--- src/rtl/abs_cmd_builder.sv ---
module abs_cmd_builder #(
  parameter int NHARTS = 4,
  parameter int PBW = 5,
  parameter int ABS_WORDS = 5,
  parameter logic [11:0] DATA_BASE = 12'h380,
  parameter logic [11:0] SCRATCH_CSR = 12'h7B2,
  localparam int HSW = (NHARTS > 1) ? $clog2(NHARTS) : 1,
  localparam int IW = $clog2(ABS_WORDS)
) (
  input  logic              clk,
  input  logic              rst_n,
  input  logic              start,
  input  logic [15:0]       regno,
  input  logic [2:0]        size,
  input  logic              transfer,
  input  logic              write,
  input  logic              postexec,
  input  logic [PBW-1:0]    progbuf_words,
  input  logic [HSW-1:0]    hart_sel,
  output logic              mem_we,
  output logic [IW-1:0]     mem_idx,
  output logic [31:0]       mem_wdata,
  output logic [2:0]        cmd_err,
  output logic [NHARTS-1:0] go_set,
  output logic              done
);
  typedef enum logic [1:0] {S_IDLE, S_RUN, S_FIN} st_t;
  typedef enum logic [1:0] {K_NONE, K_GPR, K_FPR, K_CSR} kind_t;

  localparam logic [6:0] OP_LD = 7'h03, OP_ST = 7'h23, OP_FLD = 7'h07,
                         OP_FST = 7'h27, OP_SYS = 7'h73, OP_JAL = 7'h6F;
  localparam logic [4:0] S0 = 5'd8, X0 = 5'd0;

  function automatic logic [31:0] enc_i(logic [11:0] imm, logic [4:0] rs1,
                                        logic [2:0] f3, logic [4:0] rd, logic [6:0] op);
    return {imm, rs1, f3, rd, op};
  endfunction

  function automatic logic [31:0] enc_s(logic [11:0] imm, logic [4:0] rs2,
                                        logic [4:0] rs1, logic [2:0] f3, logic [6:0] op);
    return {imm[11:5], rs2, rs1, f3, imm[4:0], op};
  endfunction

  function automatic logic [31:0] enc_j(logic [20:0] off);
    return {off[20], off[10:1], off[11], off[19:12], X0, OP_JAL};
  endfunction

  st_t st;
  kind_t kind;
  logic [IW-1:0] idx, last;
  logic wr, dbl, post, failed;
  logic [11:0] rnum;
  logic [HSW-1:0] hart;

  wire is_gpr = regno[15:5] == 11'h080;
  wire is_fpr = regno[15:5] == 11'h081;
  wire is_csr = regno < 16'h1000 && progbuf_words < PBW'(2);
  wire size_ok = size == 3'd2 || size == 3'd3;
  wire bad = transfer && (!size_ok || !(is_gpr || is_fpr || is_csr));

  kind_t kind_n;
  always_comb begin
    if (!transfer) kind_n = K_NONE;
    else if (is_gpr) kind_n = K_GPR;
    else if (is_fpr) kind_n = K_FPR;
    else kind_n = K_CSR;
  end

  always_ff @(posedge clk or negedge rst_n) begin
    if (!rst_n) begin
      st <= S_IDLE;
      kind <= K_NONE;
      idx <= '0;
      last <= '0;
      wr <= 1'b0;
      dbl <= 1'b0;
      post <= 1'b0;
      failed <= 1'b0;
      rnum <= '0;
      hart <= '0;
      cmd_err <= 3'd0;
    end else begin
      case (st)
        S_IDLE: if (start) begin
          kind <= kind_n;
          idx <= '0;
          last <= (kind_n == K_NONE) ? IW'(0) : (kind_n == K_CSR) ? IW'(4) : IW'(1);
          wr <= write;
          dbl <= size[0];
          post <= postexec;
          rnum <= regno[11:0];
          hart <= hart_sel;
          failed <= bad;
          cmd_err <= bad ? 3'd2 : 3'd0;
          st <= bad ? S_FIN : S_RUN;
        end
        S_RUN: begin
          if (idx == last) st <= S_FIN;
          else idx <= idx + 1'b1;
        end
        default: st <= S_IDLE;
      endcase
    end
  end

  wire [2:0] f3m = {2'b01, dbl};
  wire [20:0] jmp_off = 21'(ABS_WORDS * 4) - {{(19-IW){1'b0}}, idx, 2'b00};
  wire [31:0] final_word = post ? enc_j(jmp_off) : 32'h0010_0073;

  always_comb begin
    mem_wdata = final_word;
    if (idx != last) begin
      case (kind)
        K_GPR: mem_wdata = wr ? enc_i(DATA_BASE, X0, f3m, rnum[4:0], OP_LD)
                              : enc_s(DATA_BASE, rnum[4:0], X0, f3m, OP_ST);
        K_FPR: mem_wdata = wr ? enc_i(DATA_BASE, X0, f3m, rnum[4:0], OP_FLD)
                              : enc_s(DATA_BASE, rnum[4:0], X0, f3m, OP_FST);
        K_CSR: case (idx)
          IW'(0): mem_wdata = enc_i(SCRATCH_CSR, S0, 3'b001, X0, OP_SYS);
          IW'(1): mem_wdata = wr ? enc_i(DATA_BASE, X0, f3m, S0, OP_LD)
                                 : enc_i(rnum, X0, 3'b010, S0, OP_SYS);
          IW'(2): mem_wdata = wr ? enc_i(rnum, S0, 3'b001, X0, OP_SYS)
                                 : enc_s(DATA_BASE, S0, X0, f3m, OP_ST);
          default: mem_wdata = enc_i(SCRATCH_CSR, X0, 3'b010, S0, OP_SYS);
        endcase
        default: mem_wdata = final_word;
      endcase
    end
  end

  assign mem_we = st == S_RUN;
  assign mem_idx = idx;
  assign done = st == S_FIN;
  assign go_set = (done && !failed) ? (NHARTS'(1) << hart) : '0;
endmodule


--- config.mk ---
export PLATFORM = sky130hd
export DESIGN_NAME = abs_cmd_builder
export DESIGN_NICKNAME = d
export VERILOG_FILES = /design/src/rtl/abs_cmd_builder.sv
export SDC_FILE = /design/constraint.sdc
export NUM_CORES = 1
export LEC_CHECK = 0
export ABC_CLOCK_PERIOD_IN_PS = 2000
export BUFFER_PORTS_ARGS = -buffer_cell sky130_fd_sc_hd__buf_2
export CAP_MARGIN = 5
export CORE_ASPECT_RATIO = 0.9
export CORE_MARGIN = 2
export CORE_UTILIZATION = 40
export CTS_CLUSTER_DIAMETER = 40
export DETAILED_ROUTE_END_ITERATION = 10
export PLACE_DENSITY = 0.67
export SLEW_MARGIN = 20
export SYNTH_ARGS = -nofsm -noshare
export SYNTH_HDL_FRONTEND = slang
export SYNTH_SLANG_ARGS = --single-unit
export TNS_END_PERCENT = 30
--- constraint.sdc ---
create_clock -name clk -period 2 [get_ports clk]
set_input_delay 0.3 -clock clk [delete_from_list [all_inputs] [get_ports clk]]
set_output_delay 0.3 -clock clk [all_outputs]
set_load 0.01 [all_outputs]
## Word level (Yosys, flattened, before mapping)

Index checks and enable logic that the tools add are counted.

| word-level totals | value |
|---|---|
| flip-flop bits (word level) | 31 |
| bits of input ports | 32 |
| logic and storage cells | 72 |

| operators by class | value |
|---|---|
| add/sub/neg operators | 2 |
| $lt $le $gt $ge | 2 |
| equal/unequal tests | 17 |
| shift-type cells | 1 |
| mux-type cells | 22 |
| reduce and logical (&&, ||, !) cells | 17 |

Operator list:

| kind | number |
|---|---|
| 32-bit one-hot mux with 3 select lines | 2 |
| 32-bit two-way mux | 4 |
| 25-bit two-way mux | 2 |
| 11-bit by 8-bit equality test with 1-bit output, second input constant | 2 |
| 16-bit by 13-bit < comparator with 1-bit output, second input constant | 1 |
| 2-bit two-way mux | 6 |
| 3-bit two-way mux | 4 |
| 3-bit by 2-bit equality test with 1-bit output, second input constant | 3 |
| 2-bit equality test, second input constant | 4 |
| 3-bit one-hot mux with 2 select lines | 1 |
| 5-bit by 5-bit subtractor with 6-bit output, first input constant | 1 |
| 5-bit by 2-bit < comparator with 1-bit output, second input constant | 1 |
| 2-bit by 1-bit equality test with 1-bit output, second input constant | 2 |
| 2-bit logical NOT | 2 |
| 1-bit logical OR | 4 |
| 4-bit two-way mux | 1 |
| 2-bit != test, second input constant | 2 |
| 2-bit one-hot mux with 2 select lines | 1 |
| 2-bit AND reduction | 2 |
| 1-bit by 2-bit left shift with 4-bit output, first input constant | 1 |
| 3-bit by 1-bit adder with 3-bit output, second input constant | 1 |
| 3-bit by 1-bit equality test with 1-bit output, second input constant | 1 |
| 3-bit equality test | 1 |
| 1-bit logical AND | 3 |
| other kinds (7) | 9 |

## Depth between registers and ports, before layout

| logic depth | value |
|---|---|
| depth after elaboration | 9 |
| depth in mapped cells | 7 |
| depth with buffers taken out | 6 |

## Worst setup path before layout

No wires, ideal clock.

| timing path | value |
|---|---|
| path kind | register to output |
| start | reg idx[1] (netlist: mem_idx[1]) |
| end | out mem_wdata[24] |
| data arrival time | 1.869 ns |
| path slack | -0.169 ns |
| cell stages (with the launch flop) | 7 |
| path through | dfrtp_1 inv_1 ha_1 clkbuf_1 o21ai_0 a21oi_1 o32ai_1 |

| between the ends | value |
|---|---|
| word-level cells in the longest chain between the ends | 4 |
| elaborated cells between the ends (all ways) | 9 |
| classes of those cells | add/sub (1); eq/ne (3); mux (4); reduce/logical (1) |

Ends and longest elaborated chain:

| what | RTL line | text |
|---|---|---|
| start, declared | 50 | `logic [IW-1:0] idx, last;` |
| start signal, assigned | 99 | `else idx <= idx + 1'b1;` |
| 5-bit by 5-bit subtractor with 6-bit output, or another cell as far along | 107 | `wire [20:0] jmp_off = 21'(ABS_WORDS * 4) - {{(19-IW){1'b0}}, idx, 2'b00};` |
| 32-bit two-way mux or 32-bit one-hot mux with 3 select lines (tied branches) | 108, 118 |  |
| 32-bit one-hot mux with 3 select lines | 113 | `case (kind)` |
| 32-bit two-way mux (*) | 112 | `if (idx != last) begin` |
| end, declared | 22 | `output logic [31:0] mem_wdata,` |

Every way passes the cells marked *; elsewhere a longest branch is shown, timed or not.

## Final worst setup path

| timing path | value |
|---|---|
| start | reg idx[0] (netlist: mem_idx[0]) |
| end | out mem_wdata[12] |

Same word-level chain as after synthesis.

==> reports/qor.csv <==
stage,metric,value,unit
drt,Antenna Nets Post-Route,0,
place,Place WS,-0.0384,ns
yosys,"top cells by area, synth","dfrtp_1 (34%), nand2_1 (12%), o21ai_0 (5.5%), buf_4 (3.7%), ha_1 (3.7%)",
timing,slew margin rel.,0.607,
critical_path,critical path class,flop to primary output,
floorplanning,Ports,76,
floorplanning,Die ar.,0.00559,sq mm
flow_run,Max-Cap Viols,0,
place,hpwl dp,4.43,mm
timing,Worst Tran Pin Value,0.589,ns
timing,Final Hold Violating Endpoints,0,
clock_tree,CTS tree,done,
run_status,outcome,"complete, but fails checks",
yosys,"Top FF cell, synth",dfrtp_1,
yosys,Netlist cell types,53,
final_layout,Layout Utilization,0.583,
clock_tree,register clock-pin slew on the reported worst setup and hold paths,0.09,ns
timing,Final setup viols,30,
timing,setup ws final,-0.270,ns
drt,first drt pass iteration count,5,
yosys,Ys Warns,0,
yosys,Cells after Synth,263,
clock_tree,Root Buffer,clkbuf_8,
timing,min Tclk post-route,2.27,ns
clock_tree,CTS H-tree depth,1,
critical_path,worst-path cell chain,"buf_6, xor2_4, or3_4, a31oi_2, o221ai_1, buf_2",
place,GP Congestion,0.925,
clock_tree,Worst-Skew Late Latency,0.27,ns
timing,Hold WS,0.0212,ns
yosys,mapped cell area,0.00200,sq mm
power,worst vdd ir,737,uV
global_routing,pin count of the biggest net entering global routing,28,
drt,# DRC,0,
final_layout,area delta synth->final,40.7,%
hold_path,worst hold-check path type,input pin to async pin,
drt,Vias/cell,5.19,
critical_path,Setup crit end kind,primary output,
floorplanning,Core Area,0.00483,sq mm
drt,DR vias,2142,
critical_path,"Max FO, Critical Path",8,
power,LEAKAGE,1.41,nW
critical_path,crit-path max cell delay,0.44,ns
timing,Final Skew,0.00399,ns
yosys,Mean Syn Cell Area,7.62,sq um
yosys,"area leader, netlist",dfrtp_1,
final_layout,layout cell share with drive strength beyond 1,0.417,
yosys,sequential area share after synthesis,0.337,
yosys,"EDFF count, synth",0,
clock_tree,CTS sink count,27,
global_routing,GR Overflow Total,0,
clock_tree,Inserted Clock Buffers,3,
run_status,violated checks,negative setup slack,
floorplanning,chip width,78.6,microns
yosys,most common cell in the synthesized netlist,nand2_1,
final_layout,Layout fillers,458,
place,DP Cell Count,401,
critical_path,Worst Path Arrival,1.97,ns
power,Power Dens Cells,1790,mW/mm^2
timing,RSZ-0062 raised after global routing,yes,
global_routing,antenna violations before repair,0,
drt,Initial DRC Count,110,
global_routing,number of global-route vias before repair,2012,
clock_tree,Clock Tree Buf Depth,2,
drt,Avg WL per Cell,14.5,microns
timing,Tcrit/Tclk final,1.14,
yosys,#FFs+latches synth,27,
place,IO Port Bufs,70,
floorplanning,num rows,24,
yosys,top-area cell type share of the netlist area,0.337,
final_layout,Non-Filler Instances,413,
critical_path,slowest CP cell,dfrtp_2,
drt,routed wire length,5.98,mm
yosys,share of flip-flops with an asynchronous set or reset,1.00,
timing,FMAX,0.440,GHz
critical_path,"Req. time, crit path",1.70,ns
final_layout,n_diodes,0,
global_routing,Total GRT Usage,0.213,
yosys,Post-synth top cells,"nand2_1 (64), dfrtp_1 (27), o21ai_0 (22)",
floorplanning,Die Y,71.1,microns
timing,Final Slew Violations,0,
floorplanning,starting density of the core,0.414,
final_layout,Nets,387,
critical_path,startpoint types,flop,
global_routing,first-pass GRT wire length,9.45,mm
-- cell families after synthesis --
kind of cell	count (synthesis)	synth area share
and+or+nand+nor	125	0.291
AOI/OAI and AO/OA	60	0.199
buffers and inverters	37	0.0949
DFF	27	0.337
adders and majority gates	6	0.0375
xor gates and xnor gates	3	0.0206
muxes	3	0.0162
other	2	0.00375
-- repair_timing --
item,in CTS,in global routing
hold buffers,0,0
gates resized for setup,30,26
pin swaps,8,9
buffers inserted,4,4
setup endpoints to repair,30,30
-- layout make-up --
| type | count | area, sq um | share of cell area |
|---|---|---|---|
| Sequential cell | 27 | 678 | 0.241 |
| Multi-Input combinational cell | 201 | 1320 | 0.469 |
| Timing Repair Buffer | 103 | 638 | 0.226 |
| Clock buffer | 4 | 45.0 | 0.0160 |
| Tap cell | 65 | 81.3 | 0.0289 |
| Inverter | 13 | 53.8 | 0.0191 |
-- layout by cell type, fill, tap and decap left out, types with 6 or more instances in the layout --
cell / n
a21oi_1: 9
buf_2: 69
buf_4: 24
buf_6: 10
dfrtp_1: 25
inv_1: 10
nand2_1: 63
nand3_1: 6
nor2_1: 15
o21ai_0: 11
o21ai_1: 10
-- worst max-delay path: cells and delay by family (launching register included) --
family                 cells  cell delay, ns
XOR/XNOR                   1            0.19
flip-flops                 1            0.44
AND/OR/NAND/NOR            1            0.41
buffers and inverters      2            0.32
AO/OA/AOI/OAI              2            0.35
-- per-layer routing --
layer | up-vias | global-route usage | routed length [microns]
li1 | 1060 | - | -
met1 | 983 | 0.302 | 2780
met2 | 95 | 0.355 | 2760
met3 | 4 | 0.0255 | 410
met4 | 0 | 0.0370 | 31
met5 | - | 0 | 0
-- through the flow --
step / power, mW / cell area, sq um / setup TNS, ns
detailed placement: 3.99 / 2500 / -0.197
global placement: 3.95 / 2500 / -0.0192
floorplan: 2.87 / 2030 / -0.116
CTS: 4.62 / 2700 / -4.26
global route: 5.43 / 2820 / -6.14
finish: 5.05 / 2820 / -3.96
-- where the power goes --
group / total, mW / internal (mW) / switching [mW]
sequential: 1.14 / 0.801 / 0.336
combinational: 3.60 / 1.66 / 1.94
clock: 0.306 / 0.143 / 0.164
total: 5.05 / 2.61 / 2.44
-- sequential cells by signal, summed over array words and instances (netlist names) --
signal   flops
rnum        12
mem_idx      3
hart         2
kind         2
last         2
st           2
cmd_err      1
dbl          1
post         1
wr           1
-- path summary, 6_finish.rpt --
kind                            start       endpoint  slack [ns]  cells past startpoint
max                        mem_idx[0]  mem_wdata[12]       -0.27                      6
min reg2reg                   rnum[7]        rnum[7]        0.51                      2
min in group clk              size[0]            dbl        0.22                      3
min                             rst_n          st[1]        0.02                      1
max in group asynchronous       rst_n     mem_idx[1]        1.56                      1
max reg2reg                mem_idx[0]     mem_idx[2]        0.10                      7
Note: power is estimated with default switching activity, not from simulation.
